==> src/rtl/rt_sw_pkg.sv <==
package rt_sw_pkg;
  localparam int WORD_W = 16;
  localparam int ADDR_W = 5;
  localparam int ADDR_LSB = WORD_W - ADDR_W;
  localparam int BIT_MSGERR = 10;
  localparam int BIT_INSTR = 9;
  localparam int BIT_SVCREQ = 8;
  localparam int BIT_BCAST = 4;
  localparam int BIT_BUSY = 3;
  localparam int BIT_SUBSYS = 2;
  localparam int BIT_DYNBUS = 1;
  localparam int BIT_TFLAG = 0;

  typedef struct packed {
    logic clrEvents;
    logic setMsgErr;
    logic setBcast;
    logic inhSet;
    logic inhClr;
    logic capture;
  } swStrobes_t;
endpackage

==> src/rtl/rt_sw_ctrl.sv <==
module rt_sw_ctrl
  import rt_sw_pkg::*;
(
  input  logic       msgErrPulse,
  input  logic       bcastPulse,
  input  logic       cmdValidPulse,
  input  logic       cmdKeepEvents,
  input  logic       inhibitTfPulse,
  input  logic       overrideTfPulse,
  input  logic       statusStart,
  output swStrobes_t strobes
);
  always_comb begin
    strobes = '0;
    strobes.clrEvents = cmdValidPulse & ~cmdKeepEvents;
    strobes.setMsgErr = msgErrPulse;
    strobes.setBcast  = bcastPulse;
    strobes.inhClr    = overrideTfPulse;                  // override wins
    strobes.inhSet    = inhibitTfPulse & ~overrideTfPulse;
    strobes.capture   = statusStart;
  end
endmodule

==> src/rtl/rt_sw_datapath.sv <==
module rt_sw_datapath
  import rt_sw_pkg::*;
(
  input  logic              clk,
  input  logic              rstN,
  input  swStrobes_t        strobes,
  input  logic [ADDR_W-1:0] termAddr,
  input  logic              svcReq,
  input  logic              busyIn,
  input  logic              subsysFlag,
  input  logic              termFlag,
  output logic [WORD_W-1:0] statusWord
);
  logic msgErrQ, bcastQ, inhibitQ;
  logic [WORD_W-1:0] nextWord;

  always_ff @(posedge clk) begin
    if (!rstN) begin
      msgErrQ  <= 1'b0;
      bcastQ   <= 1'b0;
      inhibitQ <= 1'b0;
    end else begin
      msgErrQ  <= (msgErrQ & ~strobes.clrEvents) | strobes.setMsgErr;
      bcastQ   <= (bcastQ  & ~strobes.clrEvents) | strobes.setBcast;
      if (strobes.inhClr)      inhibitQ <= 1'b0;
      else if (strobes.inhSet) inhibitQ <= 1'b1;
    end
  end

  always_comb begin
    nextWord = '0;
    nextWord[WORD_W-1:ADDR_LSB] = termAddr;
    nextWord[BIT_MSGERR] = msgErrQ;
    nextWord[BIT_INSTR]  = 1'b0;
    nextWord[BIT_SVCREQ] = svcReq;
    nextWord[BIT_BCAST]  = bcastQ;
    nextWord[BIT_BUSY]   = busyIn;
    nextWord[BIT_SUBSYS] = subsysFlag;
    nextWord[BIT_DYNBUS] = 1'b0;
    nextWord[BIT_TFLAG]  = termFlag & ~inhibitQ;
  end

  always_ff @(posedge clk) begin
    if (!rstN)                statusWord <= '0;
    else if (strobes.capture) statusWord <= nextWord;
  end

  // a message error pulse always leaves the event latched
  a_r4_msgerr_latch: assert property (@(posedge clk) disable iff (!rstN)
    strobes.setMsgErr |=> msgErrQ);
  // broadcast pulse latches
  a_r5_bcast_latch: assert property (@(posedge clk) disable iff (!rstN)
    strobes.setBcast |=> bcastQ);
  // clearing command without a new event drops the message error
  a_r6_clear: assert property (@(posedge clk) disable iff (!rstN)
    (strobes.clrEvents && !strobes.setMsgErr) |=> !msgErrQ);
  // word holds without a strobe
  a_r2_hold: assert property (@(posedge clk) disable iff (!rstN)
    !strobes.capture |=> $stable(statusWord));
  // address captured at strobe
  a_r2_addr: assert property (@(posedge clk) disable iff (!rstN)
    strobes.capture |=> statusWord[WORD_W-1:ADDR_LSB] == $past(termAddr));
  // inhibited flag reads zero
  a_r8_inhibit: assert property (@(posedge clk) disable iff (!rstN)
    (strobes.capture && inhibitQ) |=> !statusWord[BIT_TFLAG]);
  // override clears inhibit
  a_r9_override: assert property (@(posedge clk) disable iff (!rstN)
    strobes.inhClr |=> !inhibitQ);
endmodule

==> src/rtl/rt_status_word.sv <==
module rt_status_word
  import rt_sw_pkg::*;
(
  input  logic              clk,
  input  logic              rstN,
  input  logic [ADDR_W-1:0] termAddr,
  input  logic              svcReq,
  input  logic              busyIn,
  input  logic              subsysFlag,
  input  logic              termFlag,
  input  logic              msgErrPulse,
  input  logic              bcastPulse,
  input  logic              cmdValidPulse,
  input  logic              cmdKeepEvents,
  input  logic              inhibitTfPulse,
  input  logic              overrideTfPulse,
  input  logic              statusStart,
  output logic [WORD_W-1:0] statusWord
);
  swStrobes_t strobes;

  rt_sw_ctrl u_ctrl (
    .msgErrPulse(msgErrPulse), .bcastPulse(bcastPulse),
    .cmdValidPulse(cmdValidPulse), .cmdKeepEvents(cmdKeepEvents),
    .inhibitTfPulse(inhibitTfPulse), .overrideTfPulse(overrideTfPulse),
    .statusStart(statusStart), .strobes(strobes)
  );

  rt_sw_datapath u_dp (
    .clk(clk), .rstN(rstN), .strobes(strobes), .termAddr(termAddr),
    .svcReq(svcReq), .busyIn(busyIn), .subsysFlag(subsysFlag),
    .termFlag(termFlag), .statusWord(statusWord)
  );
endmodule

==> config.mk <==
export PLATFORM = sky130hd
export DESIGN_NAME = rt_status_word
export DESIGN_NICKNAME = d
export VERILOG_FILES = /design/src/rtl/rt_sw_pkg.sv /design/src/rtl/rt_sw_ctrl.sv /design/src/rtl/rt_sw_datapath.sv /design/src/rtl/rt_status_word.sv
export SDC_FILE = /design/constraint.sdc
export NUM_CORES = 1
export LEC_CHECK = 0
export CORE_MARGIN = 2
export CORE_UTILIZATION = 38
export DETAILED_ROUTE_END_ITERATION = 6
export PLACE_DENSITY = 0.87
export SYNTH_ARGS = -nofsm -noshare
export SYNTH_HDL_FRONTEND = slang
export SYNTH_SLANG_ARGS = --single-unit
==> constraint.sdc <==
create_clock -name clk -period 1.2 [get_ports clk]
set_input_delay 0.24 -clock clk [delete_from_list [all_inputs] [get_ports clk]]
set_output_delay 0.24 -clock clk [all_outputs]
set_load 0.03 [all_outputs]
After elaboration in Yosys (flattened, before gate mapping) --
Index checks and enable logic that the tools add are counted.
Cells by class: reductions and logical operators 1, bitwise logic cells 12
Operators with widths (number):
- bitwise AND 1 bit | 5
- inverter 1 bit | 5
- OR 1 bit | 2
- OR reduction 2 bit | 1
Word-level totals: register bits 14, input port bits 18, output and inout port bits 16, logic and storage cells 17

Depth between registers and ports, before layout --
Gate-level depths: netlist of run 1.
word-level depth 5, depth in mapped cells 3, depth with buffers taken out 2

By module --
A second synthesis of run 1 with hierarchy kept.
Unflattened totals: cell total of the unflattened synthesis 57, area, all modules 616.8 um^2
By module, submodules not included:
- rt_sw_datapath | cells an instance 51, sequential area each 280.3 um^2, times used 1, area each 559.3 um^2
- rt_sw_ctrl | cells an instance 6, sequential area each 0.0 um^2, times used 1, area each 57.6 um^2

Least setup slack after synthesis of run 1 --
No wires, ideal clock.
path type flip-flop to flip-flop, start point register, netlist name u_dp.statusWord[10], end point register u_dp.statusWord[10], required time 1.135 ns, stages on the path, launching flop included 3, path buffers 0, clock period less this slack 0.751 ns, arrival time 0.686 ns, library setup time 0.065 ns, slack 0.449 ns, cell sequence dfxtp_1 > mux2i_1 > nor2b_1
RTL lines:
- to (signal assigned) | RTL line rt_sw_datapath.sv:45 | else if (strobes.capture) statusWord <= nextWord;
- to (decl) | RTL line rt_sw_datapath.sv:12 | output logic [WORD_W-1:0] statusWord

Final worst setup path of run 1 --
start point register u_dp.statusWord[0], end point output statusWord[0]
RTL lines:
- to (decl) | RTL line rt_status_word.sv:18 | output logic [WORD_W-1:0] statusWord
No word-level cell between the ends.

==> impl_metrics.csv, run 1 <==
group,metric,value,unit
global_routing,antenna_found_initial,0,
detailed_routing,drc_errors,0,
placed_design,port_buffers,28,
detailed_routing,viasPerCell,4.584,
floorplanning,die_area,1805,um^2
global_routing,grt_use_total,0.1451,
cells_and_area,area_growth,54.00,%
floorplanning,design.core.area,1350,um^2
worst_setup_path,cp.arrival,0.80,ns
worst_setup_path,rrSetupSlack,0.56,ns
pwr,ir_worst_vdd,0.001074,V
placed_design,dpl_worst_slack,-0.1305,ns
synthesis,synth_top_flop_cell,"dfxtp_1",
detailed_routing,drtPass1Iterations,1,
worst_setup_path,r2r_cells,2,
global_routing,grt_max_degree,13,
synthesis,yosys_warnings,0,
placed_design,gp_congestion,0.6405,
timing,fmaxAchievable,965.6,MHz
outcome,run_status,"complete, no violations",
synthesis,syn_area,563.0,um^2
worst_setup_path,critical-path-top-delay-family,"flip-flops",
worst_setup_path,start_kind,"flip-flop",
worst_setup_path,crit_type,"flip-flop to primary output",
cells_and_area,final_common_cell,"clkdlybuf4s50_1",
timing,finalWorstSetupSlack,0.1644,ns
timing,post-route-min-period,1.036,ns
cts,ctsHtreeMaxLevel,1,
detailed_routing,drtAntennaViolNets,0,
cells_and_area,diodes,0,
synthesis,async_flop_share,0,
timing,setup_viol,0,
flow_run,cap_violations,0,
floorplanning,die_h,42.49,um
synthesis,synth_seq_cells,14,
pwr,p_total,1.074,mW
synthesis,synth_cells,54,
cts,postCtsSetupBuffers,0,
pwr,powerDensity,1239,nW/um^2
worst_setup_path,r2r_start,"u_dp.statusWord[10]",
worst_setup_path,path_max_fanout,2,
pwr,power.leakage,0.3971,nW
synthesis,syn_area_per_cell,10.43,um^2
timing,clock_skew,0.0006012,ns
timing,fin_tns_setup,0,ns
worst_setup_path,cp-end-kind,"primary output",
cts,cts_resized,0,
synthesis,synth_cell_types,13,
timing,period_share,0.8630,
cells_and_area,final_util,0.6423,
global_routing,grt_pass1_vias,487,
cts,clockBufferDepth,2,
worst_setup_path,r2r-end,"u_dp.statusWord[10]",
synthesis,synth_edf_count,0,
timing,drv_slew,0,
worst_setup_path,cpMaxStageDelayCell,"dfxtp_1",
worst_setup_path,cp.depth,1,
global_routing,grt_pass1_wl,1980,um
timing,rsz0062_at_grt,"false",
detailed_routing,vias,463,
hold_path,hp-class,"flip-flop to flip-flop",
detailed_routing,wl,1146,um
worst_setup_path,path_buf_inv,1,
worst_setup_path,critPathCapture,"statusWord[0]",
cts,cts_tree,"built",
worst_setup_path,path_cells,"buf_4",
cells_and_area,final_nets,105,
placed_design,dp_hpwl,873.2,um
synthesis,ys_seq_area_frac,0.4978,
floorplanning,ios,34,
cells_and_area,final_cell_area,867.1,um^2
cts,postCtsHoldBufs,0,
worst_setup_path,crit_start,"u_dp.statusWord[0]",
cells_and_area,drive_above_1_share,0.2093,
timing,hold_viol_final,0,
global_routing,grt.overflow.total,0,
cts,cts.sinks,14,
worst_setup_path,worstPathRequired,0.96,ns
floorplanning,start_util,0.4171,
detailed_routing,first_iter_violations,0,
cts,cts_buffers,3,
cts,insertion_delay,0.28,ns
worst_setup_path,critPathMaxStageDelay,0.35,ns
cts,clock-root-buffer,"clkbuf_4",
floorplanning,die_x,42.49,um
placed_design,place_area,830.8,um^2
detailed_routing,wl_per_cell,11.35,um
hold_path,min_delay_path_depth,2,
floorplanning,rows,13,
cts,clkTransAtPathRegs,0.08,ns
cells_and_area,layout_common_cells,"clkdlybuf4s50_1, dfxtp_1, buf_4",
## final cells by class
| type | instances | area [um^2] |
|---|---|---|
| fillers | 130 | 483.0 |
| repair buffers | 31 | 287.8 |
| flip-flops and latches | 14 | 280.3 |
| multi-input cells | 37 | 244.0 |
| clock buffers | 4 | 36.28 |
| well taps | 15 | 18.77 |
## tightest hold or removal path, stage by stage, from the launching register on
cell and delay, ns:
dfxtp_1 0.32, nand2_1 0.05, o21ai_0 0.06
## report_power, final
group | internal, mW | total [mW] | switching [mW]
Combinational | 0.116 | 0.229 | 0.113
Clock | 0.185 | 0.337 | 0.152
Sequential | 0.494 | 0.509 | 0.0149
Total | 0.795 | 1.07 | 0.280
## registers in the layout (all words and copies together), names as in the netlist
signal,count
u_dp.bcastQ,1
u_dp.inhibitQ,1
u_dp.msgErrQ,1
u_dp.statusWord,11
## Yosys cell counts, types with 2 or more instances
library cell	instances	share of area
nor2b_1	11	0.12
dfxtp_1	14	0.50
mux2i_1	10	0.18
o21ai_0	2	0.018
nand2_1	5	0.033
buf_4	5	0.067
## routing by layer
layer | vias up | global-route usage | wire, um
li1 | 229 | - | -
met1 | 208 | 0.1488 | 414
met2 | 26 | 0.2677 | 624
met3 | 0 | 0.07328 | 108
met4 | 0 | 0.01875 | 0
met5 | - | 0 | 0
## cells by family (layout without fill, tap and decap cells)
family	Yosys count	in the layout	synth area share
simple gates	20	20	0.2045
flops	14	14	0.4978
mux	10	10	0.1778
buf+inv	7	35	0.09555
compound gates	2	2	0.01778
other cells	1	5	0.006660
## per-stage QoR
stage	cells	hold slack, ns
after floorplan	58	0.3161
final	101	0.4734
after CTS	101	0.4757
after global placement	97	0.4466
after global routing	101	0.5083
after detailed placement	97	0.4568
## worst min-delay path by stage
stage | start | slack, ns | end
detailed placement | u_dp.msgErrQ | 0.46 | u_dp.msgErrQ
global route | overrideTfPulse | 0.51 | u_dp.inhibitQ
global placement | u_dp.msgErrQ | 0.45 | u_dp.msgErrQ
CTS | u_dp.bcastQ | 0.48 | u_dp.bcastQ
finish | u_dp.bcastQ | 0.47 | u_dp.bcastQ
floorplan | overrideTfPulse | 0.32 | u_dp.inhibitQ
(Power assumes the default switching activity.)
==> run 2: changes to the inputs <==
- CTS_CLUSTER_DIAMETER: default -> 150
- PLACE_DENSITY: 0.87 -> 0.82
==> run 2 against run 1 <==
Net effect:
- routed wire length decreased by 11%
- hold slack improved by 0.0034 ns
- flip-flop and latch count did not move
- final area unchanged
- global-route usage is 1.6 points lower
- count of clock-buffer cells in the layout is the same
- clock power down 2%
- power down 0.91%
- sequential power is essentially flat
- worst setup slack lost 0.0015 ns
- critical endpoint is now statusWord[4]
==> impl_metrics.csv, run 2 (synthesis gave the netlist of run 1 again) <==
group,metric,value,unit
outcome,run_status,"complete, no violations",
cells_and_area,multiInputGateArea,244.0,um^2
timing,period_share,0.8643,
floorplanning,rows,13,
worst_setup_path,cp-end-kind,"primary output",
cells_and_area,final_common_cell,"clkdlybuf4s50_1",
detailed_routing,wl,1024,um
global_routing,grt_pass1_wl,1704,um
cts,cts_tree,"built",
floorplanning,design.core.area,1350,um^2
timing,post-route-min-period,1.037,ns
worst_setup_path,worstPathRequired,0.96,ns
cts,clock-root-buffer,"clkbuf_4",
placed_design,port_buffers,28,
cells_and_area,diodes,0,
cells_and_area,largest_reg_flops,11,
pwr,powerDensity,1227,nW/um^2
detailed_routing,vias,450,
cells_and_area,seqCellArea,280.3,um^2
timing,setup_viol,0,
cts,cts_buffers,3,
worst_setup_path,crit_type,"flip-flop to primary output",
global_routing,grt.overflow.total,0,
cts,postCtsHoldBufs,0,
worst_setup_path,path_buf_inv,1,
placed_design,gp_congestion,0.6875,
cts,insertion_delay,0.28,ns
worst_setup_path,critical-path-top-delay-family,"flip-flops",
pwr,power.leakage,0.3971,nW
flow_run,cap_violations,0,
timing,drv_slew,0,
timing,clock_skew,0.001440,ns
detailed_routing,viasPerCell,4.455,
global_routing,grt_pass1_vias,416,
worst_setup_path,cp.depth,1,
cells_and_area,drive_above_1_share,0.2093,
floorplanning,ios,34,
worst_setup_path,path_max_fanout,2,
cells_and_area,stdcell_count,101,
global_routing,antenna_found_initial,0,
detailed_routing,drtPass1Iterations,2,
worst_setup_path,r2r_cells,2,
worst_setup_path,cp.arrival,0.80,ns
detailed_routing,drc_errors,0,
floorplanning,die_area,1805,um^2
timing,rsz0062_at_grt,"false",
global_routing,grt_use_total,0.1287,
cells_and_area,largest_register,"u_dp.statusWord",
hold_path,min_delay_path_depth,2,
worst_setup_path,cpMaxStageDelayCell,"dfxtp_1",
cts,cts.sinks,14,
cells_and_area,final_nets,105,
pwr,ir_worst_vdd,0.0009280,V
floorplanning,die_h,42.49,um
cts,ctsHtreeMaxLevel,1,
floorplanning,die_x,42.49,um
cts,postCtsSetupBuffers,0,
worst_setup_path,critPathMaxStageDelay,0.35,ns
worst_setup_path,start_kind,"flip-flop",
floorplanning,start_util,0.4171,
detailed_routing,wl_per_cell,10.14,um
timing,fin_tns_setup,0,ns
hold_path,hp-class,"flip-flop to flip-flop",
cts,clockBufferDepth,2,
detailed_routing,first_iter_violations,3,
cells_and_area,layout_common_cells,"clkdlybuf4s50_1, dfxtp_1, buf_4",
detailed_routing,drtAntennaViolNets,0,
cts,cts_resized,0,
cells_and_area,num-fill-cells,134,
timing,hold_viol_final,0,
placed_design,post-place-cells,97,
cts,clkTransAtPathRegs,0.08,ns
global_routing,grt_max_degree,13,
cells_and_area,area_growth,54.00,%
timing,fmaxAchievable,964.1,MHz
worst_setup_path,path_cells,"buf_4",
-- run 2: cell counts in the layout (fill, tap and decap cells not counted) --
No cell type changed its count.
-- run 2: final timing paths --
kind	slack, ns	start	endpoint
worst max-delay path	0.16	u_dp.statusWord[4]	statusWord[4]
worst min-delay path	0.48	u_dp.msgErrQ	u_dp.msgErrQ
worst max register to register	0.58	u_dp.statusWord[4]	u_dp.statusWord[4]
worst min register to register	0.48	u_dp.msgErrQ	u_dp.msgErrQ
-- run 2: per-layer routing --
layer,vias to the layer above,track usage,wire length (um)
met1,195,0.1316,406
met2,21,0.2185,515
li1,231,-,-
met4,0,0.03750,9
met5,-,0,0
met3,3,0.07759,93
-- run 2: cell type report --
| type | instances | share of cell area |
|---|---|---|
| multi-input combinational | 37 | 0.2814 |
| tap | 15 | 0.02165 |
| timing repair buffer | 31 | 0.3319 |
| sequential | 14 | 0.3232 |
| clock buffer | 4 | 0.04185 |
-- run 2: power by group --
group          leakage, nW  total, mW  switching [mW]  internal [mW]
registers            0.116      0.509          0.0154          0.494
clock network       0.0210      0.329           0.145          0.185
logic                0.260      0.226           0.110          0.116
-- run 2: per-stage QoR --
stage	hold WS [ns]	total power [mW]	instance area (um^2)	setup WS (ns)	utilization
after floorplan	0.3161	0.6495	578.1	0.4485	-
after global placement	0.4470	0.7440	830.8	-0.05719	0.6154
after detailed placement	0.4728	0.7486	830.8	-0.08422	0.6154
after CTS	0.4876	1.084	867.1	0.1335	0.6423
after global routing	0.4871	1.126	867.1	0.1127	0.6423
final	0.4769	1.064	867.1	0.1628	0.6423
==> run 3: changes to the inputs <==
- CAP_MARGIN: default -> 40
- TNS_END_PERCENT: default -> 1
==> results of run 3 <==
No change in the layout: final DEF, timing and power equal those of run 2.
